===== src/rtl/tt_pkg.sv =====
package tt_pkg;

   typedef enum logic [1:0] {
      TM_OFF     = 2'b00,
      TM_RESTART = 2'b01,
      TM_ONESHOT = 2'b10,
      TM_RSVD    = 2'b11
   } tmode_e;

   localparam int unsigned SPR_AW = 16;

   function automatic logic [SPR_AW-1:0] spr_addr(input int unsigned grp, input int unsigned idx);
      return SPR_AW'((grp << 11) + idx);
   endfunction

   localparam logic [SPR_AW-1:0] ADDR_MODE  = spr_addr(10, 0);
   localparam logic [SPR_AW-1:0] ADDR_COUNT = spr_addr(10, 1);

endpackage


===== src/rtl/tt_tick_gen.sv =====
module tt_tick_gen #(
   parameter int unsigned TICK_DIV = 10
) (
   input  logic clk_i,
   input  logic rst_ni,
   input  logic run_i,
   output logic tick_o
);
   if (TICK_DIV == 1) begin : g_direct
      assign tick_o = run_i;
   end else begin : g_div
      localparam int unsigned DIV_W = $clog2(TICK_DIV);
      localparam logic [DIV_W-1:0] LAST = DIV_W'(TICK_DIV - 1);
      logic [DIV_W-1:0] div_q;

      always_ff @(posedge clk_i) begin
         if (!rst_ni || !run_i) begin
            div_q <= '0;
         end else if (div_q == LAST) begin
            div_q <= '0;
         end else begin
            div_q <= div_q + 1'b1;
         end
      end

      assign tick_o = run_i && (div_q == LAST);
   end
endmodule


===== src/rtl/tt_shared_count.sv =====
module tt_shared_count #(
   parameter int unsigned CNT_W = 32
) (
   input  logic             clk_i,
   input  logic             rst_ni,
   input  logic             we_i,
   input  logic [CNT_W-1:0] wdata_i,
   input  logic             tick_i,
   input  logic             clr_i,
   input  logic             stop_i,
   input  logic             resume_i,
   output logic [CNT_W-1:0] cnt_o,
   output logic             halt_o
);
   logic [CNT_W-1:0] cnt_q;
   logic             halt_q;

   always_ff @(posedge clk_i) begin
      if (!rst_ni) begin
         cnt_q <= '0;
      end else if (we_i) begin
         cnt_q <= wdata_i;
      end else if (clr_i) begin
         cnt_q <= '0;
      end else if (tick_i && !stop_i) begin
         cnt_q <= cnt_q + 1'b1;
      end
   end

   always_ff @(posedge clk_i) begin
      if (!rst_ni) begin
         halt_q <= 1'b0;
      end else if (resume_i) begin
         halt_q <= 1'b0;
      end else if (stop_i) begin
         halt_q <= 1'b1;
      end
   end

   assign cnt_o  = cnt_q;
   assign halt_o = halt_q;
endmodule


===== src/rtl/tt_core_slot.sv =====
module tt_core_slot
   import tt_pkg::*;
#(
   parameter int unsigned CNT_W    = 32,
   parameter int unsigned PERIOD_W = 28
) (
   input  logic                clk_i,
   input  logic                rst_ni,
   input  logic                wr_i,
   input  logic [CNT_W-1:0]    wdata_i,
   input  logic [PERIOD_W-1:0] cnt_low_i,
   input  logic                tick_i,
   output logic [CNT_W-1:0]    word_o,
   output logic                active_o,
   output logic                restart_hit_o,
   output logic                oneshot_hit_o,
   output logic                irq_o
);
   localparam int unsigned MODE_W = PERIOD_W + 4;
   localparam int unsigned PEND_B = PERIOD_W;
   localparam int unsigned IE_B   = PERIOD_W + 1;
   localparam int unsigned MD_LO  = PERIOD_W + 2;

   logic [PERIOD_W-1:0] period_q;
   logic                pend_q;
   logic                ie_q;
   tmode_e              mode_q;
   logic                match;
   logic                raise;

   assign active_o      = (mode_q == TM_RESTART) || (mode_q == TM_ONESHOT);
   assign match         = tick_i && active_o && (cnt_low_i == period_q);
   assign restart_hit_o = match && (mode_q == TM_RESTART);
   assign oneshot_hit_o = match && (mode_q == TM_ONESHOT);
   assign raise         = match && ie_q;

   always_ff @(posedge clk_i) begin
      if (!rst_ni) begin
         period_q <= '0;
         pend_q   <= 1'b0;
         ie_q     <= 1'b0;
         mode_q   <= TM_OFF;
      end else if (wr_i) begin
         period_q <= wdata_i[PERIOD_W-1:0];
         ie_q     <= wdata_i[IE_B];
         mode_q   <= tmode_e'(wdata_i[MD_LO +: 2]);
         pend_q   <= (pend_q && wdata_i[PEND_B]) || raise;
      end else begin
         pend_q   <= pend_q || raise;
      end
   end

   if (CNT_W > MODE_W) begin : g_pad
      logic unused_hi;
      assign unused_hi = ^wdata_i[CNT_W-1:MODE_W];
      assign word_o    = {{(CNT_W - MODE_W){1'b0}}, mode_q, ie_q, pend_q, period_q};
   end else begin : g_full
      assign word_o = {mode_q, ie_q, pend_q, period_q};
   end

   assign irq_o = pend_q;
endmodule


===== src/rtl/tick_timer_mc.sv =====
module tick_timer_mc
   import tt_pkg::*;
#(
   parameter int unsigned N_CORES  = 2,
   parameter int unsigned CNT_W    = 32,
   parameter int unsigned PERIOD_W = 28,
   parameter int unsigned TICK_DIV = 10,
   localparam int unsigned CORE_W  = (N_CORES > 1) ? $clog2(N_CORES) : 1
) (
   input  logic                clk_i,
   input  logic                rst_ni,
   input  logic                spr_we_i,
   input  logic [CORE_W-1:0]   spr_wcore_i,
   input  logic [15:0]         spr_waddr_i,
   input  logic [CNT_W-1:0]    spr_wdata_i,
   input  logic [CORE_W-1:0]   spr_rcore_i,
   input  logic [15:0]         spr_raddr_i,
   output logic [CNT_W-1:0]    spr_rdata_o,
   output logic [N_CORES-1:0]  timer_irq_o
);
   if (PERIOD_W + 4 > CNT_W) begin : g_bad_width
      $error("tick_timer_mc: PERIOD_W + 4 must fit in CNT_W");
   end
   if (N_CORES < 1) begin : g_bad_cores
      $error("tick_timer_mc: N_CORES must be at least 1");
   end
   if (TICK_DIV < 1) begin : g_bad_div
      $error("tick_timer_mc: TICK_DIV must be at least 1");
   end

   logic [CNT_W-1:0]         cnt_q;
   logic                     halt_q;
   logic                     tick;
   logic                     running;
   logic                     cnt_we;
   logic [N_CORES-1:0]       mode_wr;
   logic [N_CORES-1:0]       active;
   logic [N_CORES-1:0]       rst_hit;
   logic [N_CORES-1:0]       one_hit;
   logic [CNT_W-1:0]         mode_rd [N_CORES];
   logic [N_CORES*CNT_W-1:0] mode_flat;

   assign cnt_we  = spr_we_i && (spr_waddr_i == ADDR_COUNT);
   assign running = (|active) && !halt_q;

   tt_tick_gen #(.TICK_DIV(TICK_DIV)) u_tick (
      .clk_i  (clk_i),
      .rst_ni (rst_ni),
      .run_i  (running),
      .tick_o (tick)
   );

   tt_shared_count #(.CNT_W(CNT_W)) u_count (
      .clk_i    (clk_i),
      .rst_ni   (rst_ni),
      .we_i     (cnt_we),
      .wdata_i  (spr_wdata_i),
      .tick_i   (tick),
      .clr_i    (|rst_hit),
      .stop_i   (|one_hit),
      .resume_i (|mode_wr),
      .cnt_o    (cnt_q),
      .halt_o   (halt_q)
   );

   for (genvar i = 0; i < N_CORES; i++) begin : g_core
      assign mode_wr[i] = spr_we_i && (spr_waddr_i == ADDR_MODE) && (spr_wcore_i == CORE_W'(i));

      tt_core_slot #(.CNT_W(CNT_W), .PERIOD_W(PERIOD_W)) u_slot (
         .clk_i         (clk_i),
         .rst_ni        (rst_ni),
         .wr_i          (mode_wr[i]),
         .wdata_i       (spr_wdata_i),
         .cnt_low_i     (cnt_q[PERIOD_W-1:0]),
         .tick_i        (tick),
         .word_o        (mode_rd[i]),
         .active_o      (active[i]),
         .restart_hit_o (rst_hit[i]),
         .oneshot_hit_o (one_hit[i]),
         .irq_o         (timer_irq_o[i])
      );

      assign mode_flat[i*CNT_W +: CNT_W] = mode_rd[i];
   end

   always_comb begin
      spr_rdata_o = '0;
      if (spr_raddr_i == ADDR_COUNT) begin
         spr_rdata_o = cnt_q;
      end else if (spr_raddr_i == ADDR_MODE) begin
         for (int i = 0; i < N_CORES; i++) begin
            if (spr_rcore_i == CORE_W'(i)) spr_rdata_o = mode_rd[i];
         end
      end
   end
endmodule


===== config.mk =====
export PLATFORM = sky130hd
export DESIGN_NAME = tick_timer_mc
export DESIGN_NICKNAME = d
export VERILOG_FILES = /design/src/rtl/tt_pkg.sv /design/src/rtl/tt_tick_gen.sv /design/src/rtl/tt_shared_count.sv /design/src/rtl/tt_core_slot.sv /design/src/rtl/tick_timer_mc.sv
export SDC_FILE = /design/constraint.sdc
export NUM_CORES = 1
export LEC_CHECK = 0
export BUFFER_PORTS_ARGS = -buffer_cell sky130_fd_sc_hd__buf_2
export CORE_MARGIN = 3
export CORE_UTILIZATION = 30
export DETAILED_ROUTE_END_ITERATION = 8
export PLACE_DENSITY = 0.46
export SETUP_SLACK_MARGIN = 0.3
export SYNTH_ARGS = -nofsm -noshare
export SYNTH_HDL_FRONTEND = slang
export SYNTH_SLANG_ARGS = --single-unit

===== constraint.sdc =====
create_clock -name clk_i -period 3.7 [get_ports clk_i]
set_input_delay 0.555 -clock clk_i [delete_from_list [all_inputs] [get_ports clk_i]]
set_output_delay 0.555 -clock clk_i [all_outputs]
set_load 0.005 [all_outputs]

# Word-level counts from Yosys, hierarchy flattened
# Cells that the tools add are included.
word_totals:
  reg_bits: 101
  latch_bits: 0
  mem_bits_rw: 0
  mem_bits_ro: 0
  inputBits: 69
  out_inout_bits: 34
  word_cells: 70
  mem_count: 0
op_classes:
  addsub: 2
  multipliers: 0
  div: 0
  order_cmp: 0
  eq_ne: 11
  shift: 0
  mux: 8
  bitwise_logic: 2
  reduce_logical: 36
ops:
  columns: ["operator", "n"]
  rows:
  - ["$mux 32", 6]
  - ["$eq 16x15->1 const B", 4]
  - ["$eq 28x28->1", 2]
  - ["$add 32x1->32 const B", 1]
  - ["$logic_and 1x1->1", 19]
  - ["$reduce_or 2->1", 4]
  - ["$logic_or 1x1->1", 7]
  - ["$add 4x1->4 const B", 1]
  - ["$eq 2x1->1 const B", 2]
  - ["$eq 2x2->1 const B", 2]
  - ["$eq 4x4->1 const B", 1]
  - ["$logic_not 1->1", 4]
  - ["$reduce_bool 3->1", 1]
  - ["$reduce_or 3->1", 1]
  - ["$mux 1", 2]
  - ["$not 1->1", 2]

# Depth between registers and ports, before layout
depth:
  ltp_word: 14
  depth_mapped: 11
  ltp_nobuf: 9

# Cells and area by module
# From an unflattened synthesis, not the netlist that was laid out.
unflattened:
  hier_cells: 721
  hier_area_um2: 6449.9
by_module_without_submodules:
  columns: ["mod", "n_inst", "cells_per_inst", "area_each_um2", "seq_area_each_um2"]
  rows:
  - ["tt_core_slot", 2, 156, 1607.8, 640.6]
  - ["tt_shared_count", 1, 266, 2000.7, 660.6]
  - ["tick_timer_mc", 1, 126, 1056.0, 0.0]
  - ["tt_tick_gen", 1, 17, 177.7, 80.1]

# Least setup slack after synthesis
# No wires, ideal clock.
synth_timing:
  path_type: "register to register"
  from: "register g_core[0].u_slot.mode_q[0]"
  to: "register u_count.cnt_q[0], in the netlist u_count.cnt_o[0]"
  setup_ns: 0.119
  arrival_time_ns: 2.603
  required_ns: 3.581
  setup_slack_ns: 0.978
  stages_incl_launch_ff: 10
  path_buffers: 0
  period_less_slack_ns: 2.722
  cell_sequence: "dfxtp_1 > inv_1 > ha_1 > a21oi_4 > nand2b_4 > or4_4 > or4_4 > nand2_1 > nand2_1 > o221a_2"
synth_via:
  elab_chain_cells: 12
  elab_cells_between_ends: 21
  cone_classes: "eq/ne: 2; mux: 2; reduce/logical: 17"
synth_rtl:
  columns: ["element", "line_no", "rtl"]
  rows:
  - ["start, declared", "tt_core_slot.sv:27", "tmode_e mode_q;"]
  - ["start signal, assigned", "tt_core_slot.sv:46", "mode_q <= tmode_e'(wdata_i[MD_LO +: 2]);"]
  - ["$eq 2x1->1 / $eq 2x2->1 (equally long branches)", "tt_core_slot.sv:31, tt_core_slot.sv:33, tt_core_slot.sv:34", null]
  - ["$logic_or 1x1->1", "tt_core_slot.sv:31", "assign active_o = (mode_q == TM_RESTART) || (mode_q == TM_ONESHOT);"]
  - ["$reduce_or 2->1", "tick_timer_mc.sv:44", "assign running = (|active) && !halt_q;"]
  - ["$logic_and 1x1->1", "tick_timer_mc.sv:44", null]
  - ["$logic_and 1x1->1", "tt_tick_gen.sv:26", "assign tick_o = run_i && (div_q == LAST);"]
  - ["$logic_and 1x1->1 (2 in a row)", "tt_core_slot.sv:32", "assign match = tick_i && active_o && (cnt_low_i == period_q);"]
  - ["$logic_and 1x1->1", "tt_core_slot.sv:34", "assign oneshot_hit_o = match && (mode_q == TM_ONESHOT);"]
  - ["$reduce_or 2->1", "tick_timer_mc.sv:60", ".stop_i (|one_hit),"]
  - ["$logic_not 1->1", "tt_shared_count.sv:25", "end else if (tick_i && !stop_i) begin"]
  - ["$logic_and 1x1->1", "tt_shared_count.sv:25", null]
  - ["$reduce_bool 3->1 (no line)", null, null]
  - ["end signal, assigned", "tt_shared_count.sv:22", "cnt_q <= wdata_i;"]
  - ["end signal, assigned", "tt_shared_count.sv:26", "cnt_q <= cnt_q + 1'b1;"]
  - ["end, declared", "tt_shared_count.sv:15", "logic [CNT_W-1:0] cnt_q;"]
# Parallel ways exist; a longest one is shown, timed or not.
# A chain may end at the register's enable or synchronous reset.

# Worst setup path in the final report
# Ends and elaborated chain as after synthesis.

==> impl_results.md <==
* Status: complete, no violations
* Pwr/cell area at 275.7 nW/µm²
* Final Util at 35.27%
* Post-Route Setup TNS at 0 ns
* Global route overflow at 0
* Post-synth cell types at 61
* GRT Util Overall at 20.91%
* Initial antenna violation count at 0
* Worst-path clk slew at 0.07 ns
* Final nets at 1030
* Crit path launch type: register
* Fin cells at 1236
* CTS Hold Bufs at 0
* Post-synthesis sequential area ratio at 29.74%
* Launching point of the worst reg2reg path: g_core[0].u_slot.mode_q[0]$_SDFFE_PN0P_
* Post-synthesis mux area share at 3.534%
* Crit end category: register
* Main combinational cell family by area after synthesis: simple AND/OR/NAND/NOR gates
* WHS Path Cells at 3
* Number of global-route vias before repair at 6367
* CP arrival at 3.52 ns
* WL final at 25.45 mm
* Top cells by count, synth: 174 x nand2_1, 101 x dfxtp_1, 64 x a21boi_0
* Synth Area in XOR/XNOR at 7.988%
* Max transition margin at 44.52%
* # DRC at 0
* Diode count at 0
* Ratio of cells with drive above 1 in the final layout at 17.26%
* Die Y at 156.5 µm
* Final setup violation count at 0
* Power, Total at 2.141 mW
* Kind of critical path: reg2reg
* WL per Instance at 20.59 µm
* Multi-input gate area at 4364 µm²
* Worst Skew at 0.009971 ns
* Post-synthesis compound-gate area fraction at 22.31%
* Global-route wire length before repair at 39.57 mm
* Top FF cell, synth: dfxtp_1
* Post-Place Worst Slack at 0.1910 ns
* # rows at 54
* Clock Latency Late Sink at 0.36 ns
* P&R area growth vs syn at 14.28%
* CP required at 3.95 ns
* Post-synth top area cell: dfxtp_1
* Vias per inst at 5.386
* Core Area at 22030 µm²
* Ranking of synthesized cells by area: dfxtp_1 30%, nand2_1 9.6%, a21boi_0 7.1%
* Clk sinks at 101
* Share of flip-flops with an asynchronous set or reset at 0%
* Top-count cell post-synth: nand2_1
* # H-tree levels at 3
* PortBufs at 102
* RSZ-0062 raised after global routing: no
* Largest net degree at the start of global routing at 65
* FF-to-FF End: u_count.cnt_o[0]$_SDFFE_PN0P_
* CP Max Fanout at 11
* Peak VDD IR at 0.0001767 V
* Detailed Place HPWL at 18.66 mm
* Flop2flop setup slack at 0.43 ns
* I/O pin count at 103
* Post-synthesis average cell area at 7.612 µm²
* Clk buf depth at 2
* P_leak at 3.289 nW
* Final min period at 3.274 ns
* Antenna Violating Nets Remaining at 0
* Yosys warns at 0
* Placed cells at 1220
* Cell count after synthesis at 893
* Gp weighted congestion at 0.9304
* DR iter-0 viols at 504
* CTS tree: done
* Post-synth top area share at 29.74%
* Setup WS post-layout at 0.4265 ns
* # fillers at 2394
* Sequential cell area at 2022 µm²
* CTS Buf Count at 9
* Post-synth EDFFs at 0
* Worst slew pin tran at 0.8322 ns
* Initial Util at 30.86%
* Max-cap violation count at 0
* Synthesized-area fraction occupied by adder cells at 1.288%
* Syn_nets at 969
* Simple-Gate Fraction of Synth Area at 28.86%
* Max-slew violations at 0
* DR vias at 6657
* Post-Syn Area at 6798 µm²
* #FFs+latches synth at 101
* Worst setup path startpoint: g_core[0].u_slot.mode_q[0]$_SDFFE_PN0P_
* Worst hold path type: in2reg
* TritonRoute pass-1 iters at 7
* Max Freq at 305.5 MHz
* Root Driver: clkbuf_16
* Die Wd at 156.5 µm
* Crit path to: u_count.cnt_o[0]$_SDFFE_PN0P_
* Final worst path period share at 88.47%
* Worst reg-to-reg path cell count at 9
* Die ar. at 24500 µm²
* Final hold viol count at 0
how the worst min path moves through the flow:
stage / startpoint / end / slack [ns]
2_1_floorplan: u_tick.g_div.div_q[0]$_SDFF_PP0_ / u_tick.g_div.div_q[0]$_SDFF_PP0_ / 0.43
3_3_place_gp: u_tick.g_div.div_q[0]$_SDFF_PP0_ / u_tick.g_div.div_q[0]$_SDFF_PP0_ / 0.45
3_5_place_dp: u_tick.g_div.div_q[0]$_SDFF_PP0_ / u_tick.g_div.div_q[0]$_SDFF_PP0_ / 0.46
4_1_cts: spr_wdata_i[9] / u_count.cnt_o[9]$_SDFFE_PN0P_ / 0.44
5_1_grt: spr_wdata_i[22] / u_count.cnt_o[22]$_SDFFE_PN0P_ / 0.45
6_report: spr_wdata_i[6] / u_count.cnt_o[6]$_SDFFE_PN0P_ / 0.44
what timing repair did:
item | CTS | global route
setup endpoints to repair | 6 | 16
resized for setup | 1 | 2
buffers inserted | 0 | 3
pin swaps | 0 | 1
power by group:
part | internal (mW) | switching [mW] | leakage, nW
sequential | 1.09 | 0.00000557 | 0.813
combinational | 0.0500 | 0.0739 | 2.34
clock | 0.511 | 0.420 | 0.134
total | 1.65 | 0.494 | 3.29
final cells by class:
type	count	area share [%]
clock buffers	10	2.947
multi-input cells	699	56.18
flip-flops and latches	101	26.03
clock inverters	3	0.5154
repair buffers	125	8.955
well taps	280	4.510
inverters	18	0.8697
registers in the layout (all words and copies together) (netlist names):
register / count
u_tick.g_div.div_q: 4
u_count.halt_o: 1
g_core.u_slot.mode_q: 4
g_core.u_slot.ie_q: 2
g_core.u_slot.irq_o: 2
g_core.u_slot.period_q: 56
u_count.cnt_o: 32
per-stage QoR:
step	hold slack (ns)	area (µm²)
after CTS	0.4375	7742
after floorplan	0.4334	6798
after detailed placement	0.4559	7467
after global routing	0.4457	7769
final	0.4411	7769
after global placement	0.4509	7467
cells in the final DEF (no fill, tap or decap), types with 8 or more instances in the layout:
cell type	Yosys	layout
nor4_1	27	26
xnor2_1	11	11
mux2i_1	24	24
buf_2	14	102
a211oi_1	20	20
nand2_1	174	173
clkbuf_16	0	9
dfxtp_1	101	101
buf_4	6	22
and3_1	25	25
o21ai_0	22	22
a21boi_0	64	64
o31ai_1	9	9
nor2b_1	18	18
nor3_1	10	9
nand3_1	9	9
inv_1	18	18
and4_1	9	9
a21oi_1	55	55
nor2_1	63	63
o311ai_1	8	8
xor2_1	51	51
nand4_1	13	13
logic make-up after synthesis:
group	after synthesis
XOR/XNOR	62
AO/OA/AOI/OAI	219
flip-flops	101
adder cells (fa/ha/maj)	7
multiplexers	24
buffers and inverters	93
AND/OR/NAND/NOR	387
worst max-delay path, stage by stage (launching register included):
cell and delay [ns]:
dfxtp_1 0.36, inv_1 0.08, ha_1 0.38, a21oi_4 0.24
nand2b_4 0.11, or4_4 0.60, or4_4 0.64, nand2_1 0.26
nand2_2 0.18, o221a_2 0.32
metal layers:
layer | vias to the layer above | share of wire [%] | wire length, µm | GRT usage, %
met2 | 183 | 45 | 11580 | 33.24
met3 | 20 | 4.0 | 1025 | 2.185
met1 | 3172 | 49 | 12440 | 30.14
li1 | 3282 | - | - | -
met5 | - | 0 | 0 | 0
met4 | 0 | 1.6 | 409 | 5.711
(Power assumes the default switching activity.)
